<file path="config.mk">
export PLATFORM = sky130hd
export DESIGN_NAME = tmr16_core
export DESIGN_NICKNAME = d
export VERILOG_FILES = /design/src/rtl/tmr16_pkg.sv /design/src/rtl/tmr16_prescaler.sv /design/src/rtl/tmr16_counter.sv /design/src/rtl/tmr16_regs.sv /design/src/rtl/tmr16_core.sv
export SDC_FILE = /design/constraint.sdc
export NUM_CORES = 1
export LEC_CHECK = 0
export BUFFER_PORTS_ARGS = -buffer_cell sky130_fd_sc_hd__buf_2
export CAP_MARGIN = 20
export CELL_PAD_IN_SITES_DETAIL_PLACEMENT = 0
export CELL_PAD_IN_SITES_GLOBAL_PLACEMENT = 2
export CORE_ASPECT_RATIO = 1.4
export CORE_MARGIN = 4
export CORE_UTILIZATION = 30
export CTS_CLUSTER_DIAMETER = 80
export DETAILED_ROUTE_END_ITERATION = 16
export HOLD_SLACK_MARGIN = 0.12
export PLACE_DENSITY = 0.82
export SYNTH_ARGS = -nofsm -noshare
export SYNTH_HDL_FRONTEND = slang
export SYNTH_SLANG_ARGS = --single-unit
export TNS_END_PERCENT = 20
</file>
<file path="constraint.sdc">
create_clock -name clk -period 7.1 [get_ports clk]
set_clock_uncertainty 0.2 [all_clocks]
set_input_delay 0 -clock clk [delete_from_list [all_inputs] [get_ports clk]]
set_output_delay 0 -clock clk [all_outputs]
set_load 0.03 [all_outputs]
</file>
<file path="src/rtl/tmr16_pkg.sv">
package tmr16_pkg;

    typedef enum logic [1:0] {
        MD_HALT = 2'b00,
        MD_FREE = 2'b01,
        MD_MOD  = 2'b10,
        MD_TRI  = 2'b11
    } tmode_e;

    typedef enum logic [1:0] {
        ST_HALT = 2'b00,
        ST_UP   = 2'b01,
        ST_DOWN = 2'b10
    } cstate_e;

    localparam logic [1:0] RA_CTRL = 2'd0;
    localparam logic [1:0] RA_CLO  = 2'd1;
    localparam logic [1:0] RA_CHI  = 2'd2;

endpackage

</file>
<file path="src/rtl/tmr16_prescaler.sv">
module tmr16_prescaler #(
    parameter int DIV_W = 2
) (
    input  logic             clk,
    input  logic             rst_n,
    input  logic [DIV_W-1:0] div,
    output logic             tick
);
    localparam int NDIV  = 2 ** DIV_W;
    localparam int PRE_W = 2 * (NDIV - 1) + 1;

    logic [PRE_W-1:0] pre_q;
    logic [NDIV-1:0]  tick_opt;

    // free-running; divider writes never touch it
    always_ff @(posedge clk or negedge rst_n) begin
        if (!rst_n) pre_q <= '0;
        else        pre_q <= pre_q + 1'b1;
    end

    for (genvar k = 0; k < NDIV; k++) begin : g_div
        localparam int SH = (k == 0) ? 0 : 2 * k + 1;
        if (SH == 0) begin : g_full
            assign tick_opt[k] = 1'b1;
        end else begin : g_part
            assign tick_opt[k] = &pre_q[SH-1:0];
        end
    end

    assign tick = tick_opt[div];

endmodule

</file>
<file path="src/rtl/tmr16_counter.sv">
module tmr16_counter
    import tmr16_pkg::*;
#(
    parameter int CNT_W = 16
) (
    input  logic             clk,
    input  logic             rst_n,
    input  tmode_e           mode,
    input  logic             tick,
    input  logic             clr,
    input  logic [CNT_W-1:0] cmp,
    output logic [CNT_W-1:0] cnt_o,
    output logic             wrap_o
);
    localparam logic [CNT_W-1:0] TOP_V = '1;
    localparam logic [CNT_W-1:0] ONE_V = CNT_W'(1);

    cstate_e          st_q, st_d;
    logic [CNT_W-1:0] cnt_q, cnt_d;
    logic             wrap_d;

    // state register
    always_ff @(posedge clk or negedge rst_n) begin
        if (!rst_n) begin
            st_q  <= ST_HALT;
            cnt_q <= '0;
        end else begin
            st_q  <= st_d;
            cnt_q <= cnt_d;
        end
    end

    // next state, next count and wrap event
    always_comb begin
        st_d   = st_q;
        cnt_d  = cnt_q;
        wrap_d = 1'b0;
        if (clr) begin
            cnt_d = '0;
            st_d  = (mode == MD_HALT) ? ST_HALT : ST_UP;
        end else if (mode == MD_HALT) begin
            st_d = ST_HALT;
        end else if (tick) begin
            unique case (mode)
                MD_FREE: begin
                    st_d = ST_UP;
                    if (cnt_q == TOP_V) begin
                        cnt_d  = '0;
                        wrap_d = 1'b1;
                    end else begin
                        cnt_d = cnt_q + ONE_V;
                    end
                end
                MD_MOD: begin
                    st_d = ST_UP;
                    if (cnt_q >= cmp) begin
                        cnt_d  = '0;
                        wrap_d = 1'b1;
                    end else begin
                        cnt_d = cnt_q + ONE_V;
                    end
                end
                MD_TRI: begin
                    unique case (st_q)
                        ST_DOWN: begin
                            if (cnt_q == '0) begin
                                cnt_d  = (cmp == '0) ? '0 : ONE_V;
                                wrap_d = 1'b1;
                                st_d   = ST_UP;
                            end else begin
                                cnt_d = cnt_q - ONE_V;
                            end
                        end
                        default: begin
                            if (cnt_q == '0 && cmp == '0) begin
                                wrap_d = 1'b1;
                                st_d   = ST_UP;
                            end else if (cnt_q >= cmp) begin
                                cnt_d = cnt_q - ONE_V;
                                st_d  = ST_DOWN;
                            end else begin
                                cnt_d = cnt_q + ONE_V;
                                st_d  = ST_UP;
                            end
                        end
                    endcase
                end
                default: ;
            endcase
        end
    end

    assign cnt_o  = cnt_q;
    assign wrap_o = wrap_d;

endmodule

</file>
<file path="src/rtl/tmr16_regs.sv">
module tmr16_regs
    import tmr16_pkg::*;
#(
    parameter int BYTE_W = 8,
    parameter int DIV_W  = 2,
    parameter int NCH    = 3,
    parameter int CNT_W  = 16
) (
    input  logic             clk,
    input  logic             rst_n,
    input  logic [1:0]       addr,
    input  logic             wr,
    input  logic             rd,
    input  logic [BYTE_W-1:0] wdata,
    input  logic [CNT_W-1:0] cnt,
    input  logic             wrap_evt,
    input  logic [NCH-1:0]   ch_set,
    input  logic [NCH:0]     irq_en,
    output logic [BYTE_W-1:0] rdata,
    output tmode_e           mode_o,
    output logic [DIV_W-1:0] div_o,
    output logic [NCH:0]     flags_o,
    output logic [BYTE_W-1:0] hi_o,
    output logic             irq_o
);
    localparam int DIV_LSB = 2;
    localparam int FLG_LSB = DIV_LSB + DIV_W;
    localparam int FLG_W   = NCH + 1;

    tmode_e           mode_q;
    logic [DIV_W-1:0] div_q;
    logic [FLG_W-1:0] flg_q, flg_d;
    logic [BYTE_W-1:0] hi_q;
    logic             ctrl_wr;

    assign ctrl_wr = wr && (addr == RA_CTRL);

    // sticky flags: software clears with 0, hardware set wins
    always_comb begin
        flg_d = flg_q;
        if (ctrl_wr) flg_d = flg_q & wdata[FLG_LSB +: FLG_W];
        flg_d = flg_d | {ch_set, wrap_evt};
    end

    always_ff @(posedge clk or negedge rst_n) begin
        if (!rst_n) begin
            mode_q <= MD_HALT;
            div_q  <= '0;
            flg_q  <= '0;
            hi_q   <= '0;
        end else begin
            flg_q <= flg_d;
            if (ctrl_wr) begin
                mode_q <= tmode_e'(wdata[1:0]);
                div_q  <= wdata[DIV_LSB +: DIV_W];
            end
            if (rd && addr == RA_CLO) hi_q <= cnt[CNT_W-1 -: BYTE_W];
        end
    end

    always_comb begin
        unique case (addr)
            RA_CTRL: rdata = {flg_q, div_q, mode_q};
            RA_CLO:  rdata = cnt[BYTE_W-1:0];
            RA_CHI:  rdata = hi_q;
            default: rdata = '0;
        endcase
    end

    assign mode_o  = mode_q;
    assign div_o   = div_q;
    assign flags_o = flg_q;
    assign hi_o    = hi_q;
    assign irq_o   = |(flg_q & irq_en);

endmodule

</file>
<file path="src/rtl/tmr16_core.sv">
module tmr16_core
    import tmr16_pkg::*;
#(
    parameter int BYTE_W = 8,
    parameter int DIV_W  = 2,
    parameter int NCH    = 3
) (
    input  logic              clk,
    input  logic              rst_n,
    input  logic [1:0]        bus_addr,
    input  logic              bus_wr,
    input  logic              bus_rd,
    input  logic [BYTE_W-1:0] bus_wdata,
    output logic [BYTE_W-1:0] bus_rdata,
    input  logic [2*BYTE_W-1:0] cmp0,
    input  logic [NCH-1:0]    ch_strobe,
    input  logic [NCH:0]      irq_en,
    output logic              irq
);
    localparam int CNT_W = 2 * BYTE_W;

    tmode_e            mode_w;
    logic [DIV_W-1:0]  div_w;
    logic              tick_w;
    logic              clr_w;
    logic              wrap_w;
    logic [CNT_W-1:0]  cnt_q;
    logic [NCH:0]      flags_w;
    logic [BYTE_W-1:0] hi_w;

    assign clr_w = bus_wr && (bus_addr == RA_CLO);

    tmr16_prescaler #(.DIV_W(DIV_W)) u_pre (
        .clk   (clk),
        .rst_n (rst_n),
        .div   (div_w),
        .tick  (tick_w)
    );

    tmr16_counter #(.CNT_W(CNT_W)) u_cnt (
        .clk    (clk),
        .rst_n  (rst_n),
        .mode   (mode_w),
        .tick   (tick_w),
        .clr    (clr_w),
        .cmp    (cmp0),
        .cnt_o  (cnt_q),
        .wrap_o (wrap_w)
    );

    tmr16_regs #(
        .BYTE_W (BYTE_W),
        .DIV_W  (DIV_W),
        .NCH    (NCH),
        .CNT_W  (CNT_W)
    ) u_regs (
        .clk      (clk),
        .rst_n    (rst_n),
        .addr     (bus_addr),
        .wr       (bus_wr),
        .rd       (bus_rd),
        .wdata    (bus_wdata),
        .cnt      (cnt_q),
        .wrap_evt (wrap_w),
        .ch_set   (ch_strobe),
        .irq_en   (irq_en),
        .rdata    (bus_rdata),
        .mode_o   (mode_w),
        .div_o    (div_w),
        .flags_o  (flags_w),
        .hi_o     (hi_w),
        .irq_o    (irq)
    );

endmodule

</file>
# Yosys cells after proc, flatten, opt, wreduce, memory -nomap -nowiden

Cells that the tools add are included.

Flip-flop bits (word level): 41

Reduce and logical (&&, ||, !) cells: 19
Bitwise gates (word level): 3
$add $sub $neg: 3
$lt $le $gt $ge: 2
Multiplexer cells: 33
Eq/ne operators: 10

Operators with widths:

| kind                    | count |
|---|---|
| $mux W16                | 9 |
| $pmux W16 S3            | 1 |
| $logic_not A16 Y1       | 2 |
| $pmux W8 S3             | 1 |
| $add A16 B1 Y16 const B | 1 |
| $eq A16 B16 Y1 const B  | 1 |
| $ge A16 B16 Y1          | 1 |
| $sub A16 B1 Y16 const B | 1 |
| $mux W2                 | 7 |
| $mux W1                 | 11 |
| $and A4 B4 Y4           | 2 |
| $eq A2 B2 Y1 const B    | 4 |
| $reduce_bool A4 Y1      | 2 |
| $add A7 B1 Y7 const B   | 1 |
| $reduce_and A7 Y1       | 1 |
| $reduce_and A3 Y1       | 2 |
| $ne A5 B3 Y1 const B    | 1 |
| $reduce_and A5 Y1       | 1 |
| $eq A2 B1 Y1 const B    | 2 |
| $logic_and A1 B1 Y1     | 4 |
| $logic_not A2 Y1        | 2 |
| $mux W4                 | 1 |
| $ne A4 B4 Y1 const B    | 1 |
| $or A4 B4 Y4            | 1 |
| other kinds (10)        | 10 |

# Longest topological paths before layout

Depth in word-level cells: 9
Depth in mapped cells: 13

# Cells and area by module

From an unflattened synthesis, not the netlist that was laid out.

Cells, all modules: 370
Area total of the unflattened synthesis: 3373.2 um2

By module, submodules not included:

| module          | seq. area each (um2) | area an instance (um2) | times used | cells an instance |
|---|---|---|---|---|
| tmr16_counter   | 450.4                | 2233.4                 | 1          | 280 |
| tmr16_regs      | 400.4                | 827.0                  | 1          | 65 |
| tmr16_prescaler | 175.2                | 304.0                  | 1          | 24 |
| tmr16_core      | 0.0                  | 8.8                    | 1          | 1 |

# Least setup slack after synthesis

Ideal clock, no wire load.

Path type: reg2reg
Start point: register u_cnt.cnt_q[0], in the netlist u_cnt.cnt_o[0]
End point: register u_cnt.cnt_q[5], in the netlist u_cnt.cnt_o[5]
Arrival: 2.669 ns
Buffers on the path: 2
Stages on the path, launching flop included: 12
Data required time: 6.761 ns
Slack: 4.092 ns
Cell sequence: dfrtp_1 > inv_1 > ha_1 > or4b_1 > or4_4 > nor3_2 > or3_1 > buf_6 > nor4b_4 > buf_6 > a221oi_1 > a31oi_1

Word-level cells in the longest chain between the ends: 8
Elaborated cells on any way between the ends: 18
Classes of those cells: add/sub (2); order compare (1); eq/ne (2); mux (10); reduce/logical (3)

RTL lines:

| item                                    | line                                                          | RTL |
|---|---|---|
| start: declaration                      | tmr16_counter.sv:19                                           | `logic [CNT_W-1:0] cnt_q, cnt_d;` |
| start signal: assignment                | tmr16_counter.sv:29                                           | `cnt_q <= cnt_d;` |
| $add A16 B1 Y16 (tied with other cells) | tmr16_counter.sv:51, tmr16_counter.sv:60, tmr16_counter.sv:82 |  |
| $mux W16                                | tmr16_counter.sv:78                                           | `end else if (cnt_q >= cmp) begin` |
| $mux W16                                | tmr16_counter.sv:75                                           | `if (cnt_q == '0 && cmp == '0) begin` |
| $mux W16                                | tmr16_counter.sv:64                                           | `unique case (st_q)` |
| $pmux W16 S3                            | tmr16_counter.sv:44                                           | `unique case (mode)` |
| $mux W16                                | tmr16_counter.sv:43                                           | `end else if (tick) begin` |
| $mux W16                                | tmr16_counter.sv:41                                           | `end else if (mode == MD_HALT) begin` |
| $mux W16                                | tmr16_counter.sv:38                                           | `if (clr) begin` |

Parallel ways exist; a longest one is shown, timed or not. The select of a mux whose other input is x is not followed.
A chain may end at the register's enable or synchronous reset.

# Worst setup path in the final report

Start point: register u_cnt.cnt_q[1], in the netlist u_cnt.cnt_o[1]
End point: register u_cnt.cnt_q[10], in the netlist u_cnt.cnt_o[10]

Same word-level chain as after synthesis.

==> run metrics <==
outcome finished, final reports clean; Resized cells post-CTS 0; diode count 0; critical path endpoint category flop; Clock Latency Late Sink 290 ps; combinational family with the most area after synthesis simple AND/OR/NAND/NOR gates; Synth Instances 403; slowest cell on the critical path a211oi_1; Post-Route WL between 10000 and 15000 um; core area ~11000 um^2; kind of critical path reg2reg; min cycle time layout 3690 ps; worst path arrival time 3700 ps; Die X 96.8 um; row count 45; CTS Sinks 41; Inserted Clock Buffers 5; Slew Limit Fails 0; Max Clk Rate roughly 270 MHz; WP buf/inv 0; initial antenna violation count 0; first-pass GRT wire length 16900 um; synth unique cells 59; layout cell share with drive strength beyond 1 between 10% and 20%; synthesized area 3310 um^2; HPWL after detailed placement 7600 um; Overflow after GRT 0; Via density ~5.5; vias in the first global route 3265; largest net degree at the start of global routing 42; Worst IR Drop VDD 0.159 mV; final RePlAce weighted congestion roughly 0.91; routed len/inst 17.0 um; post-route total power 0.00113 W; Root Driver clkbuf_16; Async SR Flop Fraction 100%; Worst-path clk slew ~70 ps; fin nets a little over 500; vias post-DR 3250; crit-path max cell delay 760 ps; Synth Warn # 0; commonest cells after routing, fill and taps aside buf_2 (45), nand2_1 (44), dfrtp_1 (41); Final period util 51.9%; sequential power share roughly 32%; drt drc 0; antenna-violating nets left 0; Setup TNS Final 0 ps; depth of the CTS H-tree 2; Max Cap Violations 0; Synth Flop Type dfrtp_1; Post-synth EDFFs 0; Post-CTS Setup Inserts 0; Initial Utilization 30.6%; Seq/Total Area, Yosys a little under a third; gr usage total 16.3%; RSZ-0062 raised after global routing false; die height 132 um; Net Sw Power 0.000486 W; DRT Pass-1 Iters 5; Gate power share 44.0%; proportion of synthesized area in mux cells 5.44%; CP max FO 10; area of the die 12800 um^2; Post-CTS Hold Buffers 22; WHS 164 ps; CTS max path bufs 2; initial DRC count around 230; flops & latches, synth 41; Worst Path Required between 7000 and 8000 ps; port buffer count 45; Pleak 1.85 nW; Int Pwr roughly 0.00064 W; PwrDens 283 nW/um^2; clock power share 24.0%; CTS tree built; Post-Synth Adder-Cell Area 9.44%; post-synthesis compound-gate area fraction 21.2%; Post-Syn Area per Cell 8.22 um^2; critical path's top delay family compound AO/OA/AOI/OAI gates; final setup vio count 0; Hold WC Path Type in2out; synthesis-to-finish area growth 20.3%; Post-Syn Nets between 400 and 500; simple-gate share of the synthesized area about a quarter; most common cell after layout, fill and taps aside buf_2; Sw Share 43.1%; max_slew headroom 25.3%; CP startpoint kind flop; critical-path cell list ha_1 -> nor2b_1 -> o211a_1 -> o311ai_1 -> nand4_1 -> a211oi_1 -> a221oi_1 -> a21oi_1; io pins 46; filler instances 1153; Worst-Margin Slew 1110 ps; endpoints failing hold 0; post-synthesis xor/xnor area fraction 1.59%
-- final timing paths --
path / startpoint / endpoint / slack [ps] / depth (start not counted)
worst min-delay path: irq_en[3] / irq / 160 / 4
worst max register to register: u_cnt.cnt_o[1] / u_cnt.cnt_o[10] / 3410 / 8
max in group asynchronous: rst_n / u_regs.mode_o[0] / 5930 / 2
worst max-delay path: u_cnt.cnt_o[1] / u_cnt.cnt_o[10] / 3410 / 8
worst min register to register: u_pre.pre_q[6] / u_pre.pre_q[6] / 270 / 1
min in group asynchronous: rst_n / u_cnt.cnt_o[3] / 190 / 2
-- per-layer routing --
layer,wire [um],part of all wire [%],GRT usage [%],vias up
li1,-,-,-,1575
met1,4470,44,20.3,1546
met2,5000,49,28.3,117
met3,494,4.9,2.86,12
met4,156,1.5,5.31,0
met5,0,0,0,-
-- metrics by stage --
step	cells	util [%]	setup slack (ps)	cell area, um^2
finish	595	36.9	3410	3980
global route	595	36.9	3100	3980
CTS	595	36.9	3520	3980
detailed placement	565	33.2	3530	3590
global placement	565	33.2	3610	3590
floorplan	403	-	4090	3310
-- cells by family after synthesis --
| kind of cell | Yosys count |
|---|---|
| and+or+nand+nor | 156 |
| buffers and inverters | 50 |
| AOI/OAI and AO/OA | 108 |
| adders and majority gates | 25 |
| muxes | 17 |
| xor gates and xnor gates | 6 |
| DFF | 41 |
-- state kept, by name, indices dropped and copies added, names as in the netlist --
name,flops
u_cnt.cnt_o,16
u_regs.hi_o,8
u_pre.pre_q,7
u_regs.flags_o,4
u_cnt.st_q,2
u_regs.div_o,2
u_regs.mode_o,2
-- cells in the mapped netlist (all sizes together), types with 3 or more instances --
cell type	instances	area share [%]
a211oi	4	1.1
a21oi	22	3.3
a221oi	9	2.4
a22oi	6	1.4
a31oi	6	1.1
a32oi	4	1.1
and3	12	2.3
buf	7	1.9
clkbuf	18	2.0
dfrtp	41	31
ha	25	9.4
inv	25	2.8
mux2	8	2.7
mux2i	9	2.7
nand2	44	5.0
nand2b	11	2.1
nand3	16	2.4
nand4	5	0.94
nor2	24	2.8
nor2b	4	0.76
nor3	14	2.3
nor4	5	0.94
o211ai	3	0.68
o21ai	34	5.1
or3	6	1.1
or4	5	1.2
xnor2	4	1.1
-- power groups by stage --
| stage | Combinational [W] | Clock [W] | Sequential (W) |
|---|---|---|---|
| after global routing | 0.000553 | 0.000288 | 0.000373 |
| after detailed placement | 0.000476 | 0 | 0.000363 |
| after CTS | 0.000493 | 0.000278 | 0.000359 |
| final | 0.000496 | 0.000271 | 0.000360 |
| after floorplan | 0.000391 | 0 | 0.000307 |
| after global placement | 0.000476 | 0 | 0.000363 |
-- cell type report --
| type | count | area [um^2] | share of cell area, % |
|---|---|---|---|
| clock buffers | 5 | 125 | 3.14 |
| clock inverters | 3 | 46.3 | 1.16 |
| inverters | 25 | 93.8 | 2.36 |
| multi-input cells | 312 | 2060 | 51.8 |
| flip-flops and latches | 41 | 1030 | 25.8 |
| well taps | 141 | 176 | 4.43 |
| repair buffers | 68 | 453 | 11.4 |
-- worst reg2reg max path, delay by kind of cell (launching register included) --
kind | cells | cell delay (ps)
AO/OA/AOI/OAI | 5 | 1930
adder cells (fa/ha/maj) | 1 | 330
flip-flops | 1 | 480
AND/OR/NAND/NOR | 2 | 680
(Power assumes the default switching activity.)
